--- config.mk ---
export PLATFORM = sky130hd
export DESIGN_NAME = xlat_err_unit
export DESIGN_NICKNAME = d
export VERILOG_FILES = /design/src/rtl/xlat_err_unit.sv
export SDC_FILE = /design/constraint.sdc
export NUM_CORES = 1
export LEC_CHECK = 0
export BUFFER_PORTS_ARGS = -buffer_cell sky130_fd_sc_hd__buf_4
export CORE_AREA = 2 2 39 41
export DETAILED_ROUTE_END_ITERATION = 10
export DIE_AREA = 0 0 41 43
export PLACE_DENSITY_LB_ADDON = 0.2
export SYNTH_ARGS = -nofsm -noshare
export SYNTH_HDL_FRONTEND = slang
export SYNTH_SLANG_ARGS = --single-unit
--- constraint.sdc ---
create_clock -name clk -period 1.54 [get_ports clk]
set_clock_uncertainty 0.1 [all_clocks]
set_input_delay 0.308 -clock clk [delete_from_list [all_inputs] [get_ports clk]]
set_output_delay 0.308 -clock clk [all_outputs]
set_load 0.005 [all_outputs]
--- src/rtl/xlat_err_unit.sv ---
module xlat_err_unit #(
  parameter int CLS_W = 3
) (
  input  logic             clk,
  input  logic             rst_n,
  input  logic             cq_en,
  input  logic             rq_en,
  input  logic             par_chk_en,
  input  logic             cpl_err,
  input  logic             par_err_cq,
  input  logic             par_err_rq,
  input  logic             core_err,
  input  logic             rq_tmo,
  input  logic             cq_tmo,
  input  logic             poison,
  input  logic             wr_done,
  input  logic             log_clr,
  input  logic             rx_full,
  input  logic             dn_ready,
  output logic             s_tready,
  output logic             msg_req,
  output logic             abort,
  output logic             discard,
  output logic [1:0]       bresp,
  output logic             log_valid,
  output logic [CLS_W-1:0] log_class,
  output logic             log_ovf
);

  localparam logic [CLS_W-1:0] C_NONE = CLS_W'(0);
  localparam logic [CLS_W-1:0] C_PAR  = CLS_W'(1);
  localparam logic [CLS_W-1:0] C_TMO  = CLS_W'(2);
  localparam logic [CLS_W-1:0] C_CPL  = CLS_W'(3);
  localparam logic [CLS_W-1:0] C_CORE = CLS_W'(4);
  localparam logic [1:0] RESP_OK  = 2'b00;
  localparam logic [1:0] RESP_DEC = 2'b11;

  logic h_par, h_cpl, h_core, h_cqto, any_log, dec_now, dec_pend;
  logic [CLS_W-1:0] top_cls;

  // rq_tmo is reported by the core; it is deliberately not acted on here
  assign h_par  = par_chk_en & ((par_err_cq & cq_en) | (par_err_rq & rq_en));
  assign h_cpl  = cpl_err & rq_en;
  assign h_core = core_err & rq_en;
  assign h_cqto = cq_tmo & cq_en;
  assign any_log = h_par | h_cpl | h_core | h_cqto;
  assign dec_now = h_core | h_cqto;

  always_comb begin
    if (h_par)       top_cls = C_PAR;
    else if (h_cqto) top_cls = C_TMO;
    else if (h_cpl)  top_cls = C_CPL;
    else if (h_core) top_cls = C_CORE;
    else             top_cls = C_NONE;
  end

  assign s_tready = ~rx_full & dn_ready;
  assign bresp = (wr_done & (dec_pend | dec_now)) ? RESP_DEC : RESP_OK;

  always_ff @(posedge clk) begin
    if (!rst_n) begin
      msg_req  <= 1'b0;
      abort    <= 1'b0;
      discard  <= 1'b0;
      dec_pend <= 1'b0;
    end else begin
      msg_req  <= h_par | h_cpl | h_cqto;
      abort    <= h_par | poison;
      discard  <= any_log;
      dec_pend <= wr_done ? 1'b0 : (dec_pend | dec_now);
    end
  end

  always_ff @(posedge clk) begin
    if (!rst_n) begin
      log_valid <= 1'b0;
      log_class <= C_NONE;
      log_ovf   <= 1'b0;
    end else if (log_clr) begin
      log_valid <= any_log;
      log_class <= top_cls;
      log_ovf   <= 1'b0;
    end else if (any_log) begin
      if (!log_valid) begin
        log_valid <= 1'b1;
        log_class <= top_cls;
      end else begin
        log_ovf <= 1'b1;
      end
    end
  end

  a_r1_cpl_report: assert property (@(posedge clk) disable iff (!rst_n)
    (cpl_err && rq_en) |=> (msg_req && discard));
  a_r2_par_off: assert property (@(posedge clk) disable iff (!rst_n)
    (!par_chk_en && !cpl_err && !cq_tmo && !core_err && !poison) |=> (!msg_req && !abort));
  a_r6_poison_abort: assert property (@(posedge clk) disable iff (!rst_n)
    poison |=> abort);
  a_r7_backpressure: assert property (@(posedge clk) disable iff (!rst_n)
    (rx_full || !dn_ready) |-> !s_tready);
  a_r8_all_off: assert property (@(posedge clk) disable iff (!rst_n)
    (!cq_en && !rq_en) |=> (!msg_req && !discard));
  a_r9_idle_resp: assert property (@(posedge clk) disable iff (!rst_n)
    !wr_done |-> (bresp == RESP_OK));
  a_r9_dec_resp: assert property (@(posedge clk) disable iff (!rst_n)
    (wr_done && ((core_err && rq_en) || (cq_tmo && cq_en))) |-> (bresp == RESP_DEC));
  a_r10_sticky: assert property (@(posedge clk) disable iff (!rst_n)
    (log_valid && !log_clr) |=> (log_valid && $stable(log_class)));

endmodule

# Word level (Yosys, flattened, before mapping)
# Index checks and enable logic that the tools add are counted.
# totals
ff_bits	9
input_bits	16
out_inout_bits	11
elab_cells	41
# classes
n_eq_ne	1
muxes	10
bitwise_logic	18
n_reduce_logical	5
# op_table
cell	count
2-to-1 mux 3 bit	7
AND 1 bit	8
OR 1 bit	8
AND reduction 2 bit	2
OR reduction 2 bit	2
2-to-1 mux 1 bit	2
2-to-1 mux 2 bit	1
inequality test 2 bit, second input constant	1
NOT 1 bit	2
nonzero test 2 bit	1

# Longest topological paths before layout
# Gate-level depths: netlist of the first run.
# logic_depth
word_depth	8
depth_mapped	4
mapped_depth_nobuf	4

# Least setup slack after synthesis of the first run
# No wires, ideal clock.
# synth_timing
path_type	input to register
start	in par_err_cq
end	reg log_class[0]
setup_ns	0.122
arrival_ns	1.158
required_time_ns	1.318
slack_ns	0.160
cell_stages	4
path_buffers	0
path_cell_list	a22o_4 -> a221oi_2 -> nor2_1 -> o311a_1
# synth_via
elab_chain_cells	8
elab_cells_between_ends	12
cone_classes	mux (4); bitwise (6); reduce/logical (2)
# synth_rtl
item	line_no	rtl
from (decl)	10	input logic par_err_cq,
AND 1 bit (*)	42	assign h_par = par_chk_en & ((par_err_cq & cq_en) | (par_err_rq & rq_en));
OR 1 bit (*)	42	
AND 1 bit (*)	42	
OR 1 bit (3 in a row)	46	assign any_log = h_par | h_cpl | h_core | h_cqto;
nonzero test 2 bit (no source line)	-	
AND reduction 2 bit (no source line)	-	
to (signal assigned)	81	log_class <= top_cls;
to (signal assigned)	86	log_class <= top_cls;
to (decl)	26	output logic [CLS_W-1:0] log_class,
# Every way passes the cells marked *; elsewhere a longest branch is shown, timed or not. The select of a mux whose other input is x is not followed.
# A chain may end at the register's enable or synchronous reset.

# Final worst setup path of the first run
# layout_timing
start	in cq_tmo
end	out bresp[0]
# layout_via
elab_chain_cells	5
# layout_rtl
item	line_no	rtl
from (decl)	14	input logic cq_tmo,
AND 1 bit	45	assign h_cqto = cq_tmo & cq_en;
OR 1 bit	47	assign dec_now = h_core | h_cqto;
OR 1 bit	58	assign bresp = (wr_done & (dec_pend | dec_now)) ? RESP_DEC : RESP_OK;
AND 1 bit	58	
2-to-1 mux 2 bit	58	
to (decl)	24	output logic [1:0] bresp,
# Every way passes these cells.

==> results.yml, run 1 <==
sta:
  setup_tns_ns: 0
  fmaxAchievable_ghz: 0.699
  post-route-period-util_pct: 92.9
  fin_crit_ns: 1.43
  finalHoldViolations: 0
  worstMarginPinSlew_ns: 0.260
  rsz0062_at_grt: "no"
  hold_ws_ns: 0.108
  worst_slack_ns: 0.109
  slew-limit-headroom_pct: 82.7
  maxSlewViolCount: 0
  setup_viol: 0
setup_path:
  endpoint_kind: "output port"
  critPathMaxFanout: 3
  arrival_ns: 1.02
  rr_startpoint: "log_valid"
  crit_type: "in -> out"
  start_kind: "input pin"
  required_ns: 1.13
  r2r_end: "log_class[0]"
  r2r_slack_ns: 0.52
  rr_worst_depth: 2
clock_tree:
  clkLatencyLatePin_ns: 0.26
  cts_tree: "yes"
  clockBufferDepth: 2
  cts_hold_buf: 0
  root_buffer: "clkbuf_4"
  cts_buffers: 3
  post_cts_buffers: 0
  clk_pin_slew_ns: 0.06
  cts.sinks: 9
  htree_levels: 1
  cts_resized: 0
yosys:
  synth.avg_cell_area_um2: 9.47
  syn_area_um2: 417
  synth_seq_cells: 9
  ys_warn_count: 0
  synth-edff-count: 0
  synthFlopType: "dfxtp_1"
  yosysUniqueCellTypes: 19
  ys_seq_area_share_pct: 43.2
  netlist_instances: 44
  synthArstFlopShare_pct: 0
  syn_nets: 60
power_and_ir_drop:
  power_leakage_nw: 0.303
  clkPwrFrac_pct: 32.1
  pwr-share-seq_pct: 44.9
  p_int_mw: 0.430
  power.switching_mw: 0.146
  max-vdd-ir-drop_mv: 0.323
  p_per_area_nw_per_um2: 874
  sw_frac_of_total_pct: 25.3
  combinationalPowerShare_pct: 23.0
grt:
  globalRouteOverflowTotal: 0
  grt_first_pass_wirelength_mm: 1.71
  grt_max_degree: 10
  antenna_found_initial: 0
  track_usage_pct: 14.3
  grt_pass1_vias: 420
drt:
  drtIter0Drc: 6
  drc_errors: 0
  routed_wl_mm: 1.00
  drtPass1Iterations: 4
  avgRoutedWirePerCell_um: 11.2
  vias_per_cell: 4.96
  vias: 446
  ant_nets: 0
cells_and_area:
  final_nets: 91
  instances_no_fill: 90
  n_antenna_cell: 0
  design_area_um2: 658
  area_growth_pct: 58.0
  drive_above_1_share_pct: 47.3
outcome:
  outcome: "finished clean"
floorplan:
  fp.dieArea_um2: 1760
  start_util_pct: 30.1
  rows: 14
  die_y_um: 43
  fp.coreArea_um2: 1380
  num_io_pins: 27
  die-width_um: 41
placed_design:
  io_buffers: 25
  place_congestion: 0.829
  place_inst: 86
  hpwlAfterDp_um: 763
  placed_cell_area_um2: 632
  dp_slack_ns: -0.00516
hold_path:
  hold_path_depth: 2
  worstHoldEndpoint: "dec_pend"
  min_path_type: "in -> reg"
  min_from: "wr_done"
job:
  maxCapViolations: 0
critical path, cell delays in order:
cell     delay [ns]
buf_4          0.12
a22o_2         0.26
nor2_1         0.12
nor2b_1        0.08
buf_4          0.13
synthesized netlist by cell type, drive strengths merged (2+ instances only):
cell    instances  share of area [%]
a21boi          2                3.6
o21ai           2                2.4
nand2           4                3.6
nor2b           7                 11
nor2            2                1.8
dfxtp           9                 43
a22o            3                9.0
nand4           2                3.0
a21oi           4                4.8
per-stage QoR:
stage / power (mW) / utilization, %
global route: 0.607 / 47.6
global placement: 0.395 / 45.7
CTS: 0.582 / 47.6
floorplan: 0.316 / -
finish: 0.575 / 47.6
detailed placement: 0.396 / 45.7
cell usage in the layout, fill, tap and decap left out:
cell and n:
a21boi_0 2, and2b_2 1, dfxtp_1 9, o311a_1 1, clkbuf_1 1, a21oi_1 4, nor3b_1 1, nor2b_1 7
nand2_1 4, clkbuf_4 3, nand3_1 1, o211ai_1 1, a22o_4 1, o21ai_0 2, o21a_1 1, buf_4 27
a221oi_2 1, nand4_1 2, a22o_2 2, nand2b_1 1, nor2_1 2
layer usage:
metal	GRT usage, %	up-vias	share of wire (%)
met5	0	-	0
li1	-	222	-
met4	8.00	0	1.4
met2	21.9	23	47
met1	17.5	199	43
met3	3.14	2	7.6
area by class of cell:
type | instances | area, um2
Clock buffer | 4 | 26.3
Fill cell | 137 | 726
Multi-Input combinational cell | 34 | 229
Sequential cell | 9 | 180
Tap cell | 16 | 20.0
Timing Repair Buffer | 27 | 203
cell families after synthesis:
family / share of synthesized area, %
AO/OA/AOI/OAI: 29.4
buffers and inverters: 1.80
flip-flops: 43.2
AND/OR/NAND/NOR: 25.5
power groups by stage:
stage / logic [mW] / registers [mW] / clock network [mW]
after floorplan: 0.0517 / 0.264 / 0
after global placement: 0.132 / 0.263 / 0
after detailed placement: 0.133 / 0.264 / 0
after CTS: 0.133 / 0.258 / 0.191
after global routing: 0.148 / 0.260 / 0.199
final: 0.132 / 0.258 / 0.185
flip-flops by register name, summed over array words and instances (netlist names):
signal	count
log_class	3
abort	1
dec_pend	1
discard	1
log_ovf	1
log_valid	1
msg_req	1
worst max path at each step:
stage                           from           end  slack [ns]  cells past startpoint
final                         cq_tmo      bresp[0]        0.11                      5
after global routing          cq_tmo      bresp[0]        0.03                      5
after CTS                     cq_tmo      bresp[0]        0.10                      5
after detailed placement       cq_en       discard      -0.005                      5
after global placement         cq_en       discard      0.0008                      5
after floorplan           par_err_cq  log_class[0]        0.16                      4
Power figures use the tool's default switching activity.
==> run 2: changes to the inputs <==
CELL_PAD_IN_SITES_DETAIL_PLACEMENT = 2   (was unset)
CELL_PAD_IN_SITES_GLOBAL_PLACEMENT = 2   (was unset)
CORE_AREA = unset   (was 2 2 39 41)
CORE_UTILIZATION = 20   (was unset)
DIE_AREA = unset   (was 0 0 41 43)
==> results.yml, run 2 (synthesis gave the netlist of run 1 again) <==
clock_tree:
  htree_levels: 1
  post_cts_buffers: 0
  clockBufferDepth: 2
  cts_tree: "yes"
  clk_pin_slew_ns: 0.06
  cts_hold_buf: 0
  root_buffer: "clkbuf_4"
  clkLatencyLatePin_ns: 0.27
  cts_buffers: 3
  cts.sinks: 9
drt:
  drtPass1Iterations: 2
  avgRoutedWirePerCell_um: 11.9
  vias: 466
  routed_wl_mm: 1.27
  ant_nets: 0
  drc_errors: 0
  vias_per_cell: 4.36
  drtIter0Drc: 1
power_and_ir_drop:
  p_per_area_nw_per_um2: 834
  combinationalPowerShare_pct: 25.3
  total_power_mw: 0.610
  power_leakage_nw: 0.336
  p_int_mw: 0.445
  clkPwrFrac_pct: 32.1
  pwr-share-seq_pct: 42.6
  max-vdd-ir-drop_mv: 0.421
  sw_frac_of_total_pct: 27.0
  power.switching_mw: 0.165
placed_design:
  place_congestion: 0.713
  io_buffers: 25
  hpwlAfterDp_mm: 1.07
cells_and_area:
  regMostFlops: "log_class"
  drive_above_1_share_pct: 52.5
  final_nets: 97
  final_common_cell: "buf_4"
  area_growth_pct: 75.7
  mostFrequentLayoutCells: "33 x buf_4, 9 x dfxtp_1, 7 x nor2b_1"
  largest_register_ffs: 3
  seqCellArea_um2: 180
  n_fill_cell: 241
  n_antenna_cell: 0
  multi_input_area_um2: 244
  finalCoreUtilization_pct: 37.3
sta:
  setup_tns_ns: 0
  post-route-period-util_pct: 96.8
  finalHoldViolations: 0
  slew-limit-headroom_pct: 80.0
  maxSlewViolCount: 0
  fmaxAchievable_ghz: 0.671
  hold_ws_ns: 0.100
  setup_viol: 0
  fin_crit_ns: 1.49
  worstMarginPinSlew_ns: 0.300
setup_path:
  crit_top_cell: "buf_4"
  crit_type: "in -> out"
  rr_worst_depth: 3
  crit_path_top_delay_cell: "a22o_4"
  endpoint_kind: "output port"
  r2r_slack_ns: 0.52
  crit_chain: "buf_4 -> a22o_4 -> buf_4 -> nor2_4 -> nor2b_1 -> buf_4"
  arrival_ns: 1.08
  start_kind: "input pin"
  critPathMaxFanout: 2
  required_ns: 1.13
  critical_path.max_stage_delay_ns: 0.25
hold_path:
  hold_path_depth: 2
  min_path_type: "in -> reg"
grt:
  grt_max_degree: 10
  track_usage_pct: 12.8
  grt_first_pass_wirelength_mm: 1.91
  grt_pass1_vias: 449
  globalRouteOverflowTotal: 0
  antenna_found_initial: 0
floorplan:
  die-width_um: 47.6
  fp.dieArea_um2: 2270
  die_y_um: 47.6
  num_io_pins: 27
  start_util_pct: 21.2
  rows: 16
  fp.coreArea_um2: 1960
outcome:
  outcome: "finished clean"
job:
  maxCapViolations: 0
run 2: cell count changes in the layout (fill, tap and decap cells not counted):
cell / before / now
a22o_4: 1 / 2
buf_4: 27 / 33
nor2_4: 0 / 1
a22o_2: 2 / 1
nor2_1: 2 / 1
run 2: layout make-up:
| type | count | area share, % |
|---|---|---|
| clock buffer | 4 | 3.59 |
| timing repair buffer | 33 | 33.8 |
| tap | 27 | 4.62 |
| multi-input combinational | 34 | 33.3 |
| sequential | 9 | 24.6 |
run 2: per-layer routing:
metal	wire length, um	track usage (%)	vias up
met4	12	3.33	0
met2	677	24.7	16
li1	-	-	231
met1	504	12.4	217
met3	80	5.66	2
met5	0	0	-
run 2: power by group through the flow:
stage	Combinational [mW]	Clock, mW	Sequential (mW)
after floorplan	0.0517	0	0.264
after global placement	0.148	0	0.264
after detailed placement	0.151	0	0.265
after CTS	0.153	0.209	0.260
after global routing	0.171	0.219	0.261
final	0.154	0.196	0.260
run 2: critical path: cells and delay by family:
family / cells / cell delay, ns
AND/OR/NAND/NOR: 2 / 0.14
buffers and inverters: 3 / 0.38
AO/OA/AOI/OAI: 1 / 0.25
run 2: worst paths after layout:
| check | start | endpoint |
|---|---|---|
| setup / recovery | cq_tmo | bresp[0] |
| hold / removal | wr_done | dec_pend |
| setup reg to reg | log_valid | log_class[0] |
| hold reg to reg | log_ovf | log_ovf |
run 2: through the flow:
stage | cell area, um2 | setup WS [ns] | instances
after floorplan | 417 | 0.160 | 44
after global placement | 691 | -0.0296 | 103
after detailed placement | 691 | -0.0414 | 103
after CTS | 719 | 0.00699 | 107
after global routing | 732 | -0.00526 | 107
final | 732 | 0.0494 | 107
run 2: repair_timing:
| item | CTS | global route |
|---|---|---|
| setup endpoints to repair | 2 | 2 |
| pin swaps | 0 | 0 |
| gates resized for setup | 1 | 2 |
==> run 3: changes to the inputs <==
ABC_AREA = 1   (was unset)
CORE_UTILIZATION = 19   (was 20)
==> results.yml, run 3 <==
cells_and_area:
  final_nets: 108
  n_antenna_cell: 0
  finalCoreUtilization_pct: 32.7
  regMostFlops: "log_class"
  area_growth_pct: 56.1
  largest_register_ffs: 3
  drive_above_1_share_pct: 36.3
  mostFrequentLayoutCells: "25 x buf_4, 17 x nand2_1, 12 x inv_1"
  design_area_um2: 668
  final_common_cell: "buf_4"
  instances_no_fill: 118
power_and_ir_drop:
  clkPwrFrac_pct: 30.8
  p_int_mw: 0.428
  max-vdd-ir-drop_mv: 0.477
  power_leakage_nw: 0.390
  pwr-share-seq_pct: 44.7
  combinationalPowerShare_pct: 24.5
  sw_frac_of_total_pct: 27.0
  total_power_mw: 0.586
  p_per_area_nw_per_um2: 877
  power.switching_mw: 0.158
setup_path:
  crit_path_start: "dec_pend"
  arrival_ns: 0.97
  crit_end: "bresp[1]"
  rr_startpoint: "log_valid"
  critPathMaxFanout: 2
  crit_type: "reg -> out"
  r2r_end: "log_class[0]"
  start_kind: "flop"
  required_ns: 1.13
  r2r_slack_ns: 0.59
  rr_worst_depth: 4
  endpoint_kind: "output port"
yosys:
  synthAdderAreaFrac_pct: 0
  synth_compound_area_share_pct: 7.02
  yosysTopAreaCellShare_pct: 42.1
  synthXorXnorAreaFrac_pct: 0
  syn_nets: 79
  synthFlopType: "dfxtp_1"
  synth_seq_cells: 9
  ys_top_cells_by_count: "17 x nand2_1, 12 x inv_1, 9 x dfxtp_1, 8 x nor2_1, 4 x a21oi_1"
  synth_top_family_by_area: "simple AND/OR/NAND/NOR gates"
  netlist_instances: 63
  syn_area_um2: 428
  yosysUniqueCellTypes: 15
  synth.avg_cell_area_um2: 6.79
  yosys-top-cells-area: "dfxtp_1 42%, nand2_1 15%, inv_1 11%"
  ys_warn_count: 0
  yosysMostFrequentCell: "nand2_1"
  synthArstFlopShare_pct: 0
  yosys.area_share.simple_pct: 37.7
  muxShareOfSynthArea_pct: 0
  synth-edff-count: 0
  yosysTopAreaCell: "dfxtp_1"
  ys_seq_area_share_pct: 42.1
placed_design:
  place_congestion: 0.695
  placed_cell_area_um2: 642
  place_inst: 114
  dp_slack_ns: 0.171
  io_buffers: 25
  hpwlAfterDp_mm: 1.02
sta:
  fmaxAchievable_ghz: 0.728
  rsz0062_at_grt: "no"
  post-route-period-util_pct: 89.2
  worst_slack_ns: 0.166
  slew-limit-headroom_pct: 87.7
  worstMarginPinSlew_ns: 0.182
  fin_crit_ns: 1.37
  setup_viol: 0
  hold_ws_ns: 0.115
  setup_tns_ns: 0
  maxSlewViolCount: 0
  finalHoldViolations: 0
floorplan:
  die-width_um: 49.5
  fp.dieArea_um2: 2450
  num_io_pins: 27
  start_util_pct: 21.0
  die_y_um: 49.5
  rows: 16
  fp.coreArea_um2: 2040
clock_tree:
  cts_buffers: 3
  post_cts_buffers: 0
  cts_tree: "yes"
  cts_resized: 0
  clk_pin_slew_ns: 0.06
  clkLatencyLatePin_ns: 0.25
  root_buffer: "clkbuf_4"
  clockBufferDepth: 2
  htree_levels: 1
  cts_hold_buf: 0
  cts.sinks: 9
drt:
  ant_nets: 0
  drtPass1Iterations: 2
  avgRoutedWirePerCell_um: 10.1
  routed_wl_mm: 1.20
  vias: 496
  vias_per_cell: 4.20
  drc_errors: 0
  drtIter0Drc: 3
hold_path:
  min_path_type: "in -> reg"
outcome:
  outcome: "finished clean"
grt:
  antenna_found_initial: 0
  globalRouteOverflowTotal: 0
  grt_pass1_vias: 503
  grt_max_degree: 8
  track_usage_pct: 11.9
  grt_first_pass_wirelength_mm: 2.19
job:
  maxCapViolations: 0
-- run 3: logic make-up after synthesis --
logic type / Yosys count
and+or+nand+nor: 34
buffers and inverters: 14
AOI/OAI and AO/OA: 6
DFF: 9
-- run 3: metal layers --
layer	track usage, %	wire length (um)
met5	0	0
met4	4.29	14
met3	4.63	72
met2	20.5	617
met1	13.2	490
-- run 3: final cells by class --
class / count / area [um2]
Tap cell: 27 / 33.8
Fill cell: 263 / 1370
Clock buffer: 4 / 26.3
Sequential cell: 9 / 180
Timing Repair Buffer: 25 / 188
Inverter: 13 / 48.8
Multi-Input combinational cell: 40 / 191
-- run 3: worst max-delay path, stage by stage (launching register included) --
cell     delay [ns]
dfxtp_1        0.30
nor2_1         0.09
nand2_1        0.08
nand2_1        0.07
inv_1          0.05
buf_4          0.13
-- run 3: worst min-delay path by stage --
stage	start	endpoint	slack (ns)	cells after the start
floorplan	log_clr	log_ovf	0.29	1
global placement	log_class[2]	log_class[2]	0.38	2
detailed placement	log_clr	log_ovf	0.39	2
CTS	log_clr	log_ovf	0.11	2
global route	log_clr	log_ovf	0.11	2
finish	log_clr	log_ovf	0.11	2
-- run 3: power groups by stage --
stage	combinational [mW]	clock, mW	sequential (mW)
after floorplan	0.0664	0	0.268
after global placement	0.142	0	0.267
after detailed placement	0.147	0	0.268
after CTS	0.147	0.190	0.263
after global routing	0.166	0.202	0.264
final	0.143	0.181	0.262
